==> src/rtl/psum_pkg.sv <==
package psum_pkg;
  localparam int SUM_W  = 32;
  localparam int BUS_W  = 16;
  localparam int BYTE_W = 8;
  localparam int PROD_W = 16;

  // command bit positions after the bias byte strobes
  localparam int CMD_MAC   = SUM_W / BYTE_W;
  localparam int CMD_RX_LO = CMD_MAC + 1;
  localparam int CMD_RX_HI = CMD_MAC + 2;
  localparam int CMD_TX    = CMD_MAC + 3;
  localparam int CMD_W     = CMD_MAC + 4;
endpackage

==> src/rtl/psum_cmd_dec.sv <==
module psum_cmd_dec #(
  parameter int N_BYTES = 4,
  localparam int CmdW   = N_BYTES + 4
) (
  input  logic [CmdW-1:0]    cmd_i,
  output logic [N_BYTES-1:0] bias_we_o,
  output logic               mac_o,
  output logic               rx_lo_o,
  output logic               rx_hi_o,
  output logic               tx_o
);
  logic valid;
  assign valid = $onehot(cmd_i);

  assign bias_we_o = valid ? cmd_i[N_BYTES-1:0] : '0;
  assign mac_o     = valid & cmd_i[N_BYTES];
  assign rx_lo_o   = valid & cmd_i[N_BYTES+1];
  assign rx_hi_o   = valid & cmd_i[N_BYTES+2];
  assign tx_o      = valid & cmd_i[N_BYTES+3];
endmodule

==> src/rtl/psum_datapath.sv <==
module psum_datapath #(
  parameter int SUM_W  = 32,
  parameter int BYTE_W = 8,
  parameter int PROD_W = 16,
  localparam int NBytes = SUM_W / BYTE_W,
  localparam int HalfW  = SUM_W / 2
) (
  input  logic              clk_i,
  input  logic              rst_ni,
  input  logic [NBytes-1:0] bias_we_i,
  input  logic              mac_i,
  input  logic              rx_lo_i,
  input  logic              rx_hi_i,
  input  logic [BYTE_W-1:0] imm_i,
  input  logic [PROD_W-1:0] prod_i,
  input  logic [HalfW-1:0]  sigma_i,
  output logic [SUM_W-1:0]  psum_o
);
  logic [SUM_W-1:0] psum_q, psum_d;
  logic             carry_q, carry_d;
  logic [HalfW:0]   lo_sum;
  logic [HalfW-1:0] hi_sum;
  logic [SUM_W-1:0] prod_ext;

  assign prod_ext = {{(SUM_W-PROD_W){prod_i[PROD_W-1]}}, prod_i};
  assign lo_sum   = {1'b0, psum_q[HalfW-1:0]} + {1'b0, sigma_i};
  assign hi_sum   = psum_q[SUM_W-1:HalfW] + sigma_i + {{(HalfW-1){1'b0}}, carry_q};

  always_comb begin
    psum_d  = psum_q;
    carry_d = carry_q;
    for (int b = 0; b < NBytes; b++) begin
      if (bias_we_i[b]) psum_d[b*BYTE_W +: BYTE_W] = imm_i;
    end
    if (mac_i) psum_d = psum_q + prod_ext;
    if (rx_lo_i) begin
      psum_d[HalfW-1:0] = lo_sum[HalfW-1:0];
      carry_d = lo_sum[HalfW];
    end
    if (rx_hi_i) begin
      psum_d[SUM_W-1:HalfW] = hi_sum;
      carry_d = 1'b0;
    end
  end

  always_ff @(posedge clk_i or negedge rst_ni) begin
    if (!rst_ni) begin
      psum_q  <= '0;
      carry_q <= 1'b0;
    end else begin
      psum_q  <= psum_d;
      carry_q <= carry_d;
    end
  end

  assign psum_o = psum_q;
endmodule

==> src/rtl/psum_tx.sv <==
module psum_tx #(
  parameter int SUM_W = 32,
  localparam int HalfW = SUM_W / 2
) (
  input  logic             clk_i,
  input  logic             rst_ni,
  input  logic             tx_i,
  input  logic [SUM_W-1:0] psum_i,
  output logic [HalfW-1:0] sigma_o
);
  logic hi_sel_q;

  always_ff @(posedge clk_i or negedge rst_ni) begin
    if (!rst_ni)   hi_sel_q <= 1'b0;
    else if (tx_i) hi_sel_q <= ~hi_sel_q;
  end

  // bus released (zero) outside transmit cycles
  assign sigma_o = !tx_i    ? '0 :
                   hi_sel_q ? psum_i[SUM_W-1:HalfW] : psum_i[HalfW-1:0];
endmodule

==> src/rtl/psum_accum.sv <==
module psum_accum
  import psum_pkg::*;
#(
  parameter int SUM_W_P  = SUM_W,
  parameter int BYTE_W_P = BYTE_W,
  parameter int PROD_W_P = PROD_W,
  localparam int NBytes  = SUM_W_P / BYTE_W_P,
  localparam int HalfW   = SUM_W_P / 2,
  localparam int CmdW    = NBytes + 4
) (
  input  logic                clk_i,
  input  logic                rst_ni,
  input  logic [CmdW-1:0]     cmd_i,
  input  logic [BYTE_W_P-1:0] imm_i,
  input  logic [PROD_W_P-1:0] prod_i,
  input  logic [HalfW-1:0]    sigma_i,
  output logic [HalfW-1:0]    sigma_o,
  output logic [SUM_W_P-1:0]  psum_o
);
  logic [NBytes-1:0] bias_we;
  logic mac, rx_lo, rx_hi, tx;

  psum_cmd_dec #(.N_BYTES(NBytes)) u_dec (
    .cmd_i    (cmd_i),
    .bias_we_o(bias_we),
    .mac_o    (mac),
    .rx_lo_o  (rx_lo),
    .rx_hi_o  (rx_hi),
    .tx_o     (tx)
  );

  psum_datapath #(.SUM_W(SUM_W_P), .BYTE_W(BYTE_W_P), .PROD_W(PROD_W_P)) u_dp (
    .clk_i    (clk_i),
    .rst_ni   (rst_ni),
    .bias_we_i(bias_we),
    .mac_i    (mac),
    .rx_lo_i  (rx_lo),
    .rx_hi_i  (rx_hi),
    .imm_i    (imm_i),
    .prod_i   (prod_i),
    .sigma_i  (sigma_i),
    .psum_o   (psum_o)
  );

  psum_tx #(.SUM_W(SUM_W_P)) u_tx (
    .clk_i  (clk_i),
    .rst_ni (rst_ni),
    .tx_i   (tx),
    .psum_i (psum_o),
    .sigma_o(sigma_o)
  );
endmodule

==> config.mk <==
export PLATFORM = sky130hd
export DESIGN_NAME = psum_accum
export DESIGN_NICKNAME = d
export VERILOG_FILES = /design/src/rtl/psum_pkg.sv /design/src/rtl/psum_cmd_dec.sv /design/src/rtl/psum_datapath.sv /design/src/rtl/psum_tx.sv /design/src/rtl/psum_accum.sv
export SDC_FILE = /design/constraint.sdc
export NUM_CORES = 1
export LEC_CHECK = 0
export BUFFER_PORTS_ARGS = -buffer_cell sky130_fd_sc_hd__buf_2
export CAP_MARGIN = 30
export CORE_UTILIZATION = 35
export CTS_CLUSTER_SIZE = 16
export DETAILED_ROUTE_END_ITERATION = 8
export PLACE_DENSITY = 0.55
export SYNTH_ARGS = -nofsm -noshare
export SYNTH_HDL_FRONTEND = slang
export SYNTH_SLANG_ARGS = --single-unit
export TNS_END_PERCENT = 1
==> constraint.sdc <==
create_clock -name clk_i -period 5.2 [get_ports clk_i]
set_clock_uncertainty 0.15 [all_clocks]
set_input_delay 1.04 -clock clk_i [delete_from_list [all_inputs] [get_ports clk_i]]
set_output_delay 1.04 -clock clk_i [all_outputs]
set_load 0.005 [all_outputs]
* Word level (Yosys, flattened, before mapping)
Index checks and enable logic that the tools add are counted.
Storage, ports and cells: flip-flop bits (word level) 34, bits in latches 0, bits in writable memories 0, memory bits (read-only) 0, output and inout port bits 48, memories 0
Operators by class: add/sub/neg operators 11, multiply operators 0, divide/modulo/power cells 0, order comparisons 0, eq/ne operators 1, shifts and indexed selects 0, mux-type cells 12, bitwise operators 5, reductions and logical operators 5
Operators by type and width (count):
- 2-to-1 mux 16 bit | 4
- adder 32 bit | 1
- 2-to-1 mux 32 bit | 1
- 2-to-1 mux 8 bit | 4
- adder 16 x 16 -> 17 bit | 1
- adder 16 x 1 -> 16 bit | 1
- adder 16 bit | 1
- adder 4 bit | 3
- nonzero test 3 bit | 4
- adder 1 x 1 -> 2 bit | 4
- bitwise AND 1 bit | 4
- == test 4 x 1 -> 1 bit, second input constant | 1
- 2-to-1 mux 4 bit | 1
- 2-to-1 mux 1 bit | 2
- nonzero test 2 bit | 1
- inverter 1 bit | 1

* Longest topological paths before layout
word-level depth 8, depth in mapped cells 15, depth with buffers taken out 14

* Hierarchy
Synthesis repeated with hierarchy kept, for this count alone.
Second synthesis, totals: cell total of the unflattened synthesis 694, area, all modules 5706.7 sq um
Modules (own cells, without submodules):
- psum_datapath | instances 1, cells an instance 625, area an instance 5063.6 sq um, sequential area each 825.8 sq um
- psum_tx | instances 1, cells an instance 37, area an instance 329.1 sq um, sequential area each 25.0 sq um
- psum_cmd_dec | instances 1, cells an instance 32, area an instance 314.1 sq um, sequential area each 0.0 sq um

* Worst setup path before layout
Ideal clock, no wire load.
kind input to output, from input port cmd_i[6], to output port sigma_o[10], arrival 4.253 ns, required time 4.010 ns, slack -0.243 ns, stages 12, path through ha_1 fa_1 inv_1 fa_1 inv_1 ha_1 fa_1 nor4b_1 clkbuf_1 nand2_1 clkbuf_1 nor2_1
Between the ends: word-level cells in the longest chain between the ends 6
Ends and longest elaborated chain:
- start, declared | RTL line psum_accum.sv:13 | input logic [CmdW-1:0] cmd_i,
- adder 1 x 1 -> 2 bit (not written as such) | RTL line psum_cmd_dec.sv:13 | assign valid = $onehot(cmd_i);
- adder 4 bit (not written as such) (2 in a row) | RTL line psum_cmd_dec.sv:13
- == test 4 x 1 -> 1 bit | RTL line psum_cmd_dec.sv:13
- bitwise AND 1 bit | RTL line psum_cmd_dec.sv:19 | assign tx_o = valid & cmd_i[N_BYTES+3];
- 2-to-1 mux 16 bit | RTL line psum_tx.sv:19 | assign sigma_o = !tx_i ? '0 :
- end, declared | RTL line psum_accum.sv:17 | output logic [HalfW-1:0] sigma_o,
No other way between the ends.

* Worst setup path in the final report
from input port cmd_i[3], to output port sigma_o[9]
The elaborated chain is that of the path after synthesis.

==> results.json <==
{
  "status": "finished with violations",
  "violations": "setup timing",
  "root_buffer": "clkbuf_16",
  "die_w_um": 123,
  "synth_cells": 655,
  "end_kind": "output port",
  "antenna_found_initial": 0,
  "syn_to_final_growth_pct": 24.0,
  "hold_depth": 2,
  "setup_violations": 1,
  "synth_flop_cell": "dfrtp_1",
  "synth_warnings": 0,
  "gr-total-overflow": 0,
  "syn_area_um2": 5160,
  "antenna_left": 0,
  "critPathMaxFanout": 4,
  "r2r_slack_ns": 1.98,
  "switchingPower_mw": 1.93,
  "p_comb_share_pct": 72.6,
  "die_h_um": 123,
  "dr_total_vias": 5402,
  "clock_sinks": 34,
  "p_seq_share_pct": 18.0,
  "via_per_inst": 5.73,
  "cp.required_ns": 4.01,
  "cts_made_buffers": 5,
  "hold_viol": 0,
  "startpoint": "cmd_i[3]",
  "numPortBuffers": 97,
  "setup_slack_ns": -0.00531,
  "initial_core_util_pct": 36.4,
  "finalMaxSlewViolations": 0,
  "grt_pass1_wl_um": 27700,
  "drt-total-wl_um": 18100,
  "grt_use_total_pct": 24.1,
  "routabilityCongestion": 0.902,
  "clkPwrFrac_pct": 9.4,
  "drc": 0,
  "wl_per_cell_um": 19.2,
  "pin_count": 98,
  "die-area_um2": 15200,
  "cts_hold_buf": 0,
  "r2r_cells": 8,
  "dp_cells": 930,
  "fin_util_pct": 45.2,
  "synth_common_cells": "ha_1, nand2_1, a21oi_1",
  "drv_cap": 0,
  "antenna_cells": 0,
  "peakVddDrop_mv": 0.260,
  "synth_largest_area_cell": "dfrtp_1",
  "period_minus_slack_ns": 5.21,
  "p_sw_share_pct": 51.5,
  "fillers": 1428,
  "cts_max_path_buffers": 2,
  "synth_edf_count": 0,
  "power_density_nw_per_um2": 587,
  "ys_seq_elements": 34,
  "min_from": "u_dp.psum_o[9]$_DFFE_PN0P_",
  "crit_path_start_kind": "primary input",
  "drtIter0Drc": 343,
  "syn-num-nets": 780,
  "grt_max_degree": 35,
  "rsz0062_at_grt": "true",
  "intPower_mw": 1.82,
  "relSlewSlack_pct": 33.7,
  "grt_pass1_vias": 5098,
  "row_count": 43,
  "reg2reg_from": "u_dp.psum_o[6]$_DFFE_PN0P_",
  "finalCritPeriodShare_pct": 100,
  "synth_area_leaders": "dfrtp_1, ha_1, a21oi_1",
  "clk_pin_slew_ns": 0.06,
  "whs_endpoint": "u_dp.psum_o[9]$_DFFE_PN0P_",
  "layoutNonFillerInstCount": 942,
  "netlist.area_leader.share_pct": 16.5,
  "avgSynthCellArea_um2": 7.87,
  "ys_seq_area_share_pct": 16.5,
  "synthArstFlopShare_pct": 100,
  "drive_above_1_share_pct": 23.0,
  "insertion_delay_ns": 0.29,
  "ys_types": 63,
  "nets": 886,
  "worstSetupPathType": "primary input to output port",
  "first_pass_iters": 5,
  "arrival_ns": 4.02,
  "power.leakage_nw": 3.01,
  "worstMarginPinSlew_ns": 0.994,
  "core_um2": 14100,
  "r2r_end": "u_dp.psum_o[31]$_DFFE_PN0P_",
  "fin_hold_ws_ns": 0.442,
  "fmax_mhz": 192,
  "cts_max_level": 2,
  "hpwl_um": 14300,
  "min_path_type": "flip-flop to flip-flop",
  "cts_tree": "yes"
}
## how the worst max path moves through the flow
stage | endpoint | depth (start not counted)
floorplan | sigma_o[10] | 12
detailed placement | sigma_o[9] | 13
finish | sigma_o[9] | 13
global placement | sigma_o[9] | 13
global route | sigma_o[4] | 13
CTS | sigma_o[8] | 13
## what timing repair did
item,in CTS,in global routing
pin swaps,2,19
endpoints found under the setup margin,16,16
gates cloned,0,2
gates resized for setup,2,46
setup buffers,0,2
endpoints found under the hold margin,0,0
## layout make-up
cell class	instances	area [µm²]	share of cell area, %
Inverter	23	86.3	1.35
Tap cell	180	225	3.52
Sequential cell	34	851	13.3
Multi-Input combinational cell	572	4300	67.2
Clock inverter	2	37.5	0.587
Clock buffer	6	129	2.02
Timing Repair Buffer	125	768	12.0
## power by group through the flow
stage | Combinational [mW] | Clock [mW] | Sequential [mW]
3_3_place_gp | 2.56 | 0 | 0.673
3_5_place_dp | 2.59 | 0 | 0.680
5_1_grt | 3.02 | 0.372 | 0.696
4_1_cts | 2.62 | 0.358 | 0.675
2_1_floorplan | 1.95 | 0 | 0.544
6_report | 2.73 | 0.354 | 0.676
## kinds of logic after synthesis
logic type | synth area share [%]
flops | 16.5
mux | 3.71
buf+inv | 3.59
compound gates | 31.5
simple gates | 17.2
fa+ha+maj | 19.4
xor+xnor | 8.15
## metrics by stage
stage / cell area [µm²] / TNS (ns) / power (mW) / setup slack [ns]
2_1_floorplan: 5180 / 0 / 2.49 / 0.0108
3_3_place_gp: 5960 / -0.0737 / 3.23 / -0.0737
3_5_place_dp: 5980 / -0.393 / 3.27 / -0.112
4_1_cts: 6150 / 0 / 3.65 / 0.00938
5_1_grt: 6390 / -1.72 / 4.09 / -0.127
6_report: 6390 / -0.00531 / 3.76 / -0.00531
## flip-flops by register name, summed over array words and instances, names as in the netlist
register / count
u_dp.carry_q: 1
u_tx.hi_sel_q: 1
u_dp.psum_o: 32
## critical path, cell delays in order
cell and delay (ns):
buf_8 0.10, ha_4 0.15, fa_1 0.55, inv_2 0.04
fa_1 0.47, inv_1 0.04, ha_2 0.18, fa_1 0.50
nor4b_4 0.33, nand2_2 0.19, clkbuf_16 0.22, nor2_4 0.09
buf_2 0.12
## placed cells by master, fill, tap and decap left out, types with 7 or more instances in the layout
cell type  instances
a211oi_1          10
a21o_1            24
a21oi_1           60
a31oi_1            8
buf_2             93
buf_4             26
clkbuf_16          7
dfrtp_1           34
fa_1               7
ha_1              63
inv_1             20
mux2i_1           18
nand2_1           66
nand2b_1          12
nand3_1            9
nand4_1           10
nor2_1            32
nor2_4            13
nor3_1            16
o211ai_1           9
o21a_1            11
o21ai_0           52
o31ai_1            8
xnor2_1           27
xor2_1            21
## metal layers
metal / routed length [µm] / vias to the layer above / global-route usage (%)
met5: 0 / - / 0
met4: 391 / 0 / 6.48
met3: 1080 / 23 / 3.51
met2: 7890 / 171 / 39.1
met1: 8710 / 2545 / 33.1
li1: - / 2663 / -
No activity file was read; power rests on OpenSTA's default activity.
